===== src/rtl/tps_pkg.sv =====
package tps_pkg;
    typedef enum logic {
        OP_GEMM = 1'b0,
        OP_MATH = 1'b1
    } cmp_op_e;
endpackage


===== src/rtl/tps_tiler.sv =====
// Length of the next tile from the remaining payload.
module tps_tiler #(
    parameter int LEN_W = 8
) (
    input  logic [LEN_W-1:0] remain,
    input  logic [LEN_W-1:0] tsize,
    output logic [LEN_W-1:0] this_len,
    output logic             is_last
);
    always_comb begin
        is_last  = (remain <= tsize);
        this_len = is_last ? remain : tsize;
    end
endmodule


===== src/rtl/tps_buf_pool.sv =====
// Occupancy of the staging slots; slot k holds input buffer k and output buffer NBUF+k.
module tps_buf_pool #(
    parameter int NBUF   = 2,
    parameter int SLOT_W = $clog2(NBUF)
) (
    input  logic              clk,
    input  logic              rst_n,
    input  logic              alloc_en,
    input  logic [SLOT_W-1:0] alloc_slot,
    input  logic              rel_en,
    input  logic [SLOT_W-1:0] rel_slot,
    output logic              slot_free
);
    logic [NBUF-1:0] occ_d, occ_q;

    for (genvar k = 0; k < NBUF; k++) begin : g_slot
        always_comb begin
            occ_d[k] = occ_q[k];
            if (rel_en && rel_slot == SLOT_W'(k))
                occ_d[k] = 1'b0;
            if (alloc_en && alloc_slot == SLOT_W'(k))
                occ_d[k] = 1'b1;
        end
    end

    always_ff @(posedge clk or negedge rst_n) begin
        if (!rst_n) occ_q <= '0;
        else        occ_q <= occ_d;
    end

    assign slot_free = !occ_q[alloc_slot];
endmodule


===== src/rtl/tile_pipe_sched.sv =====
module tile_pipe_sched
    import tps_pkg::*;
#(
    parameter int LEN_W = 8,
    parameter int NBUF  = 2,
    localparam int SW   = $clog2(NBUF),
    localparam int BW   = SW + 1
) (
    input  logic             clk,
    input  logic             rst_n,
    input  logic             start,
    input  logic [LEN_W-1:0] payload_len,
    input  logic [LEN_W-1:0] tile_size,
    input  logic             op_gemm,
    input  logic             op_math,
    output logic             busy,
    output logic             done,
    output logic             reject,
    output logic             tile_ready,
    output logic [LEN_W-1:0] ready_tile,
    output logic             rd_req,
    output logic [LEN_W-1:0] rd_tile,
    output logic [LEN_W-1:0] rd_len,
    output logic [BW-1:0]    rd_buf,
    input  logic             rd_done,
    output logic             cmp_req,
    output logic             cmp_op,
    output logic [LEN_W-1:0] cmp_tile,
    output logic [BW-1:0]    cmp_in_buf,
    output logic [BW-1:0]    cmp_out_buf,
    input  logic             cmp_done,
    output logic             wr_req,
    output logic [LEN_W-1:0] wr_tile,
    output logic [BW-1:0]    wr_buf,
    input  logic             wr_done
);
    typedef struct packed {
        logic             busy;
        logic             done;
        logic             reject;
        logic             ready;
        cmp_op_e          op;
        logic [LEN_W-1:0] tsize;
        logic [LEN_W-1:0] remain;
        logic [LEN_W-1:0] last_id;
        logic [LEN_W-1:0] ready_id;
        logic             rd_req;
        logic [LEN_W-1:0] rd_next;
        logic [LEN_W-1:0] rd_tile;
        logic [LEN_W-1:0] rd_len;
        logic [LEN_W-1:0] rd_cnt;
        logic             cmp_req;
        logic [LEN_W-1:0] cmp_next;
        logic [LEN_W-1:0] cmp_tile;
        logic [LEN_W-1:0] cmp_cnt;
        logic             wr_req;
        logic [LEN_W-1:0] wr_next;
        logic [LEN_W-1:0] wr_tile;
    } state_t;

    state_t s_d, s_q;

    logic [LEN_W-1:0] next_len;
    logic             next_last;
    logic             slot_free;
    logic             alloc_en;
    logic             rel_en;
    logic             bad_cmd;

    tps_tiler #(.LEN_W(LEN_W)) u_tiler (
        .remain   (s_q.remain),
        .tsize    (s_q.tsize),
        .this_len (next_len),
        .is_last  (next_last)
    );

    tps_buf_pool #(.NBUF(NBUF), .SLOT_W(SW)) u_pool (
        .clk        (clk),
        .rst_n      (rst_n),
        .alloc_en   (alloc_en),
        .alloc_slot (s_q.rd_next[SW-1:0]),
        .rel_en     (rel_en),
        .rel_slot   (s_q.wr_tile[SW-1:0]),
        .slot_free  (slot_free)
    );

    assign bad_cmd = (op_gemm == op_math) || (tile_size == '0 && payload_len != '0);

    always_comb begin
        s_d        = s_q;
        s_d.done   = 1'b0;
        s_d.reject = 1'b0;
        s_d.ready  = 1'b0;
        alloc_en   = 1'b0;
        rel_en     = 1'b0;
        if (!s_q.busy) begin
            if (start) begin
                if (bad_cmd) begin
                    s_d.reject = 1'b1;
                end else if (payload_len == '0) begin
                    s_d.done = 1'b1;
                end else begin
                    s_d.busy     = 1'b1;
                    s_d.op       = op_math ? OP_MATH : OP_GEMM;
                    s_d.tsize    = tile_size;
                    s_d.remain   = payload_len;
                    s_d.rd_next  = '0;
                    s_d.rd_cnt   = '0;
                    s_d.cmp_next = '0;
                    s_d.cmp_cnt  = '0;
                    s_d.wr_next  = '0;
                end
            end
        end else begin
            // read channel
            if (s_q.rd_req && rd_done) begin
                s_d.rd_req = 1'b0;
                s_d.rd_cnt = s_q.rd_cnt + 1'b1;
            end else if (!s_q.rd_req && s_q.remain != '0 && slot_free) begin
                alloc_en    = 1'b1;
                s_d.rd_req  = 1'b1;
                s_d.rd_tile = s_q.rd_next;
                s_d.rd_len  = next_len;
                s_d.rd_next = s_q.rd_next + 1'b1;
                s_d.remain  = s_q.remain - next_len;
                if (next_last)
                    s_d.last_id = s_q.rd_next;
            end
            // compute slot
            if (s_q.cmp_req && cmp_done) begin
                s_d.cmp_req = 1'b0;
                s_d.cmp_cnt = s_q.cmp_cnt + 1'b1;
            end else if (!s_q.cmp_req && s_q.cmp_next < s_q.rd_cnt) begin
                s_d.cmp_req  = 1'b1;
                s_d.cmp_tile = s_q.cmp_next;
                s_d.cmp_next = s_q.cmp_next + 1'b1;
            end
            // write channel
            if (s_q.wr_req && wr_done) begin
                rel_en       = 1'b1;
                s_d.wr_req   = 1'b0;
                s_d.ready    = 1'b1;
                s_d.ready_id = s_q.wr_tile;
                if (s_q.remain == '0 && s_q.wr_tile == s_q.last_id) begin
                    s_d.done = 1'b1;
                    s_d.busy = 1'b0;
                end
            end else if (!s_q.wr_req && s_q.wr_next < s_q.cmp_cnt) begin
                s_d.wr_req  = 1'b1;
                s_d.wr_tile = s_q.wr_next;
                s_d.wr_next = s_q.wr_next + 1'b1;
            end
        end
    end

    always_ff @(posedge clk or negedge rst_n) begin
        if (!rst_n) s_q <= '0;
        else        s_q <= s_d;
    end

    assign busy        = s_q.busy;
    assign done        = s_q.done;
    assign reject      = s_q.reject;
    assign tile_ready  = s_q.ready;
    assign ready_tile  = s_q.ready_id;
    assign rd_req      = s_q.rd_req;
    assign rd_tile     = s_q.rd_tile;
    assign rd_len      = s_q.rd_len;
    assign rd_buf      = {1'b0, s_q.rd_tile[SW-1:0]};
    assign cmp_req     = s_q.cmp_req;
    assign cmp_op      = s_q.op;
    assign cmp_tile    = s_q.cmp_tile;
    assign cmp_in_buf  = {1'b0, s_q.cmp_tile[SW-1:0]};
    assign cmp_out_buf = {1'b1, s_q.cmp_tile[SW-1:0]};
    assign wr_req      = s_q.wr_req;
    assign wr_tile     = s_q.wr_tile;
    assign wr_buf      = {1'b1, s_q.wr_tile[SW-1:0]};
endmodule


===== config.mk =====
export PLATFORM = sky130hd
export DESIGN_NAME = tile_pipe_sched
export DESIGN_NICKNAME = d
export VERILOG_FILES = /design/src/rtl/tps_pkg.sv /design/src/rtl/tps_tiler.sv /design/src/rtl/tps_buf_pool.sv /design/src/rtl/tile_pipe_sched.sv
export SDC_FILE = /design/constraint.sdc
export NUM_CORES = 1
export LEC_CHECK = 0
export ABC_AREA = 1
export ABC_CLOCK_PERIOD_IN_PS = 5500
export BUFFER_PORTS_ARGS = -buffer_cell sky130_fd_sc_hd__buf_2
export CAP_MARGIN = 20
export CORE_MARGIN = 2
export CORE_UTILIZATION = 46
export CTS_CLUSTER_SIZE = 28
export DETAILED_ROUTE_END_ITERATION = 10
export MAX_ROUTING_LAYER = met4
export PLACE_DENSITY_LB_ADDON = 0.2
export SKIP_LAST_GASP = 1
export SLEW_MARGIN = 15
export SYNTH_ARGS = -nofsm -noshare
export SYNTH_HDL_FRONTEND = slang
export SYNTH_SLANG_ARGS = --single-unit

===== constraint.sdc =====
create_clock -name clk -period 5.5 [get_ports clk]
set_input_delay 0.275 -clock clk [delete_from_list [all_inputs] [get_ports clk]]
set_output_delay 0.275 -clock clk [all_outputs]
set_load 0.1 [all_outputs]

==> results by group <==
Global route
  – Met3 usage: 4.935%
  – Vias in the first global route: 4,884
  – M2 GR Usage: 31.52%
  – Met1 Usage GRT: 29.23%
  – Total grt overflow: 0
  – Pin count of the biggest net entering global routing: 66
  – Total track usage: 21.25%
  – Antenna violations before repair: 0
  – GR peak layer: met2
  – Global-route wire length before repair: 24,220 microns

Setup path
  – Worst Setup SP: s_q[106]$_DFFE_PN0P_
  – CP max stage cell: fa_1
  – CP cell instances: inv_1, ha_1, nand2_1, nor2_1, nand4_1, nand2_2, nor2_1, a21oi_1, ha_1, inv_1, fa_1, nand3_1, nand2_1, nand2_1, nand2_1, a21oi_1, nand2_1, nand2_1, o21ai_1, nand2_1, o21ai_1
  – Worst reg-to-reg path cell count: 21
  – Startpoint class of the critical path: register
  – CP peak stage delay: 0.40 ns
  – Flop-to-flop setup slack: 2.21 ns
  – CP Capture Type: register
  – Worst reg2reg path startpoint: s_q[106]$_DFFE_PN0P_
  – Most used cell, CP: nand2_1
  – Crit-path max FO: 17
  – Required @ worst endpoint: 5.78 ns
  – FF-to-FF End: s_q[97]$_DFFE_PN0P_
  – Crit Path Category: reg2reg
  – Crit path DAT: 3.58 ns

Drt
  – Final wirelength: 14,550 microns
  – Vias per cell: 5.162
  – Vias: 5,219
  – DR pass1 iterations: 5
  – Detail Route Antenna Nets: 0
  – Initial DRC count: 351
  – DRC: 0
  – Avg WL per Cell: 14.39 microns

Final layout
  – Post-synthesis to final-layout area growth: 10.55%
  – Most common cell after layout, fill and taps aside: nand2_1
  – Fin nets: 879
  – N_diodes: 0
  – Share of cells above drive strength 1: 16.00%
  – Commonest non-fill, non-tap cells in the layout: nand2_1 (165), dfrtp_1 (114), inv_1 (86)
  – Filler Cell Count: 1,308

Synth
  – Register bit total from synthesis: 114
  – Post-Syn Instances: 793
  – Warnings from Yosys: 0
  – Seq/Total Area, Yosys: 43.57%
  – Mapped Area: 0.006548 sq mm
  – Synth unique cells: 42
  – Avg Cell Area, Syn: 8.257 sq um

Timing
  – Final Hold Fails: 64
  – Relative slew margins: 44.48%
  – Max Freq: 303.5 MHz
  – TNS Setup: 0 ns
  – Final setup violation count: 0
  – Min Tclk post-route: 3.295 ns
  – Slew Limit Fails: 0
  – Final Skew: 0.008140 ns
  – WHS: -0.02896 ns
  – Slew @ Worst Pin: 0.8299 ns
  – RSZ-0062 raised after global routing: no
  – Final worst-path cycle share: 59.91%

Job
  – Max Cap Viol: 0

Clock network
  – Clock sinks: 114
  – Setup bufs post-CTS: 0
  – Clock latency on the worst-skew pair: 0.41 ns
  – Hold_buf cts: 0
  – Reg clk slew, reported paths: 0.05 ns
  – Clock Tree Buf Depth: 2
  – Root buffer cell: clkbuf_16
  – CTS Buf Count: 17
  – H-Tree Level Count: 4
  – CTS tree: built
  – CTS resizes: 0

Die
  – Chip height: 123.3 microns
  – # rows: 43
  – # IOs: 80
  – Die W: 123.3 microns
  – Initial Utilization: 47.17%
  – Die Area: 0.01520 sq mm
  – Core area: 0.01388 sq mm

Placed design
  – RePlAce Congestion: 0.8765
  – Hpwl dp: 10,440 microns
  – Port buffer count: 75

Min path
  – Worst Hold Class: in2async

Outcome
  – Failing checks: hold timing
  – Status: complete, but fails checks
==> cells by family (layout without fill, tap and decap cells) <==
| group | Yosys count | in the layout | share of synthesized area, % |
|---|---|---|---|
| buffers and inverters | 165 | 201 | 13.26 |
| xor gates and xnor gates | 26 | 26 | 3.478 |
| other | 2 | 4 | 0.1147 |
| AOI/OAI and AO/OA | 145 | 145 | 12.02 |
| and+or+nand+nor | 305 | 305 | 20.56 |
| DFF | 114 | 114 | 43.57 |
| adders and majority gates | 36 | 36 | 6.994 |
==> cell type report <==
type                       count  area [sq um]  share of cell area (%)
clock buffer                  22         474.2                   6.551
inverter                      92         345.3                   4.771
clock inverter                 9         106.4                   1.469
timing repair buffer          78         400.4                   5.532
sequential                   114          2853                   39.41
multi-input combinational    516          2834                   39.15
tap                          180         225.2                   3.111
==> critical path: cells and delay by family (launching register included) <==
family | cells | cell delay, ns
DFF | 1 | 0.35
buffers and inverters | 2 | 0.13
AOI/OAI and AO/OA | 4 | 0.52
and+or+nand+nor | 12 | 1.26
adders and majority gates | 3 | 0.90
==> registers in the layout, indices dropped and copies added (netlist names), 2 cells and up <==
name and flops:
cmp_tile 8, rd_len 8, rd_tile 8, ready_tile 8
s_q 64, u_pool.occ_q 2, wr_tile 8
==> how the worst max path moves through the flow <==
stage / end / slack (ns) / cells after the start
2_1_floorplan: s_q[97]$_DFFE_PN0P_ / 2.55 / 21
5_1_grt: s_q[97]$_DFFE_PN0P_ / 1.96 / 21
3_5_place_dp: s_q[97]$_DFFE_PN0P_ / 2.28 / 21
4_1_cts: s_q[97]$_DFFE_PN0P_ / 2.25 / 21
6_report: s_q[97]$_DFFE_PN0P_ / 2.21 / 21
3_3_place_gp: s_q[97]$_DFFE_PN0P_ / 2.37 / 20
==> per-layer routing <==
metal  vias up  routed length, microns
met3        14                     692
li1       2595                       -
met4         0                     165
met2       147                    6659
met5         -                       0
met1      2463                    7035
==> synthesized netlist by cell type <==
| master | n | area share, % |
|---|---|---|
| conb_1 | 2 | 0.11 |
| nand2_2 | 5 | 0.48 |
| o22ai_1 | 1 | 0.096 |
| nor2_4 | 1 | 0.17 |
| o21a_4 | 1 | 0.23 |
| nand3_1 | 48 | 3.7 |
| nand2_4 | 1 | 0.17 |
| o31ai_1 | 4 | 0.46 |
| o21ai_1 | 31 | 2.4 |
| o21ai_2 | 3 | 0.40 |
| nor2_2 | 1 | 0.096 |
| dfrtp_1 | 114 | 44 |
| buf_4 | 52 | 6.0 |
| a211o_1 | 1 | 0.13 |
| buf_2 | 7 | 0.54 |
| buf_6 | 6 | 1.0 |
| a21oi_1 | 30 | 2.3 |
| inv_2 | 5 | 0.29 |
| o2111ai_1 | 1 | 0.13 |
| nor4_1 | 7 | 0.67 |
| clkinv_1 | 1 | 0.057 |
| nand2_1 | 165 | 9.5 |
| a21o_1 | 1 | 0.11 |
| nand4_2 | 1 | 0.19 |
| nor3_1 | 6 | 0.46 |
| or2_2 | 3 | 0.29 |
| a21oi_2 | 3 | 0.40 |
| clkbuf_1 | 8 | 0.46 |
| nand3b_1 | 3 | 0.34 |
| o21a_1 | 2 | 0.23 |
| fa_1 | 1 | 0.31 |
| xnor2_1 | 6 | 0.80 |
| nor3b_1 | 1 | 0.11 |
| nand4_1 | 16 | 1.5 |
| ha_1 | 35 | 6.7 |
| nand3_2 | 2 | 0.31 |
| a211oi_1 | 1 | 0.11 |
| o21ai_0 | 66 | 5.0 |
| nor2_1 | 44 | 2.5 |
| and2_1 | 1 | 0.096 |
| inv_1 | 86 | 4.9 |
| xor2_1 | 20 | 2.7 |
==> per-stage QoR <==
| stage | std cells | hold slack (ns) | area [sq um] | utilization, % | worst slack (ns) |
|---|---|---|---|---|---|
| 2_1_floorplan | 795 | -0.02059 | 6555 | - | 2.554 |
| 3_3_place_gp | 980 | 0.4298 | 6658 | 47.96 | 2.368 |
| 3_5_place_dp | 980 | 0.4425 | 6658 | 47.96 | 2.276 |
| 4_1_cts | 1011 | 0.002950 | 7238 | 52.15 | 2.252 |
| 5_1_grt | 1011 | 0.03516 | 7238 | 52.15 | 1.959 |
| 6_report | 1011 | -0.02896 | 7238 | 52.15 | 2.205 |
Power is not shown: default switching activity piles up to over one toggle a cycle in this logic, so the estimate is an artifact.
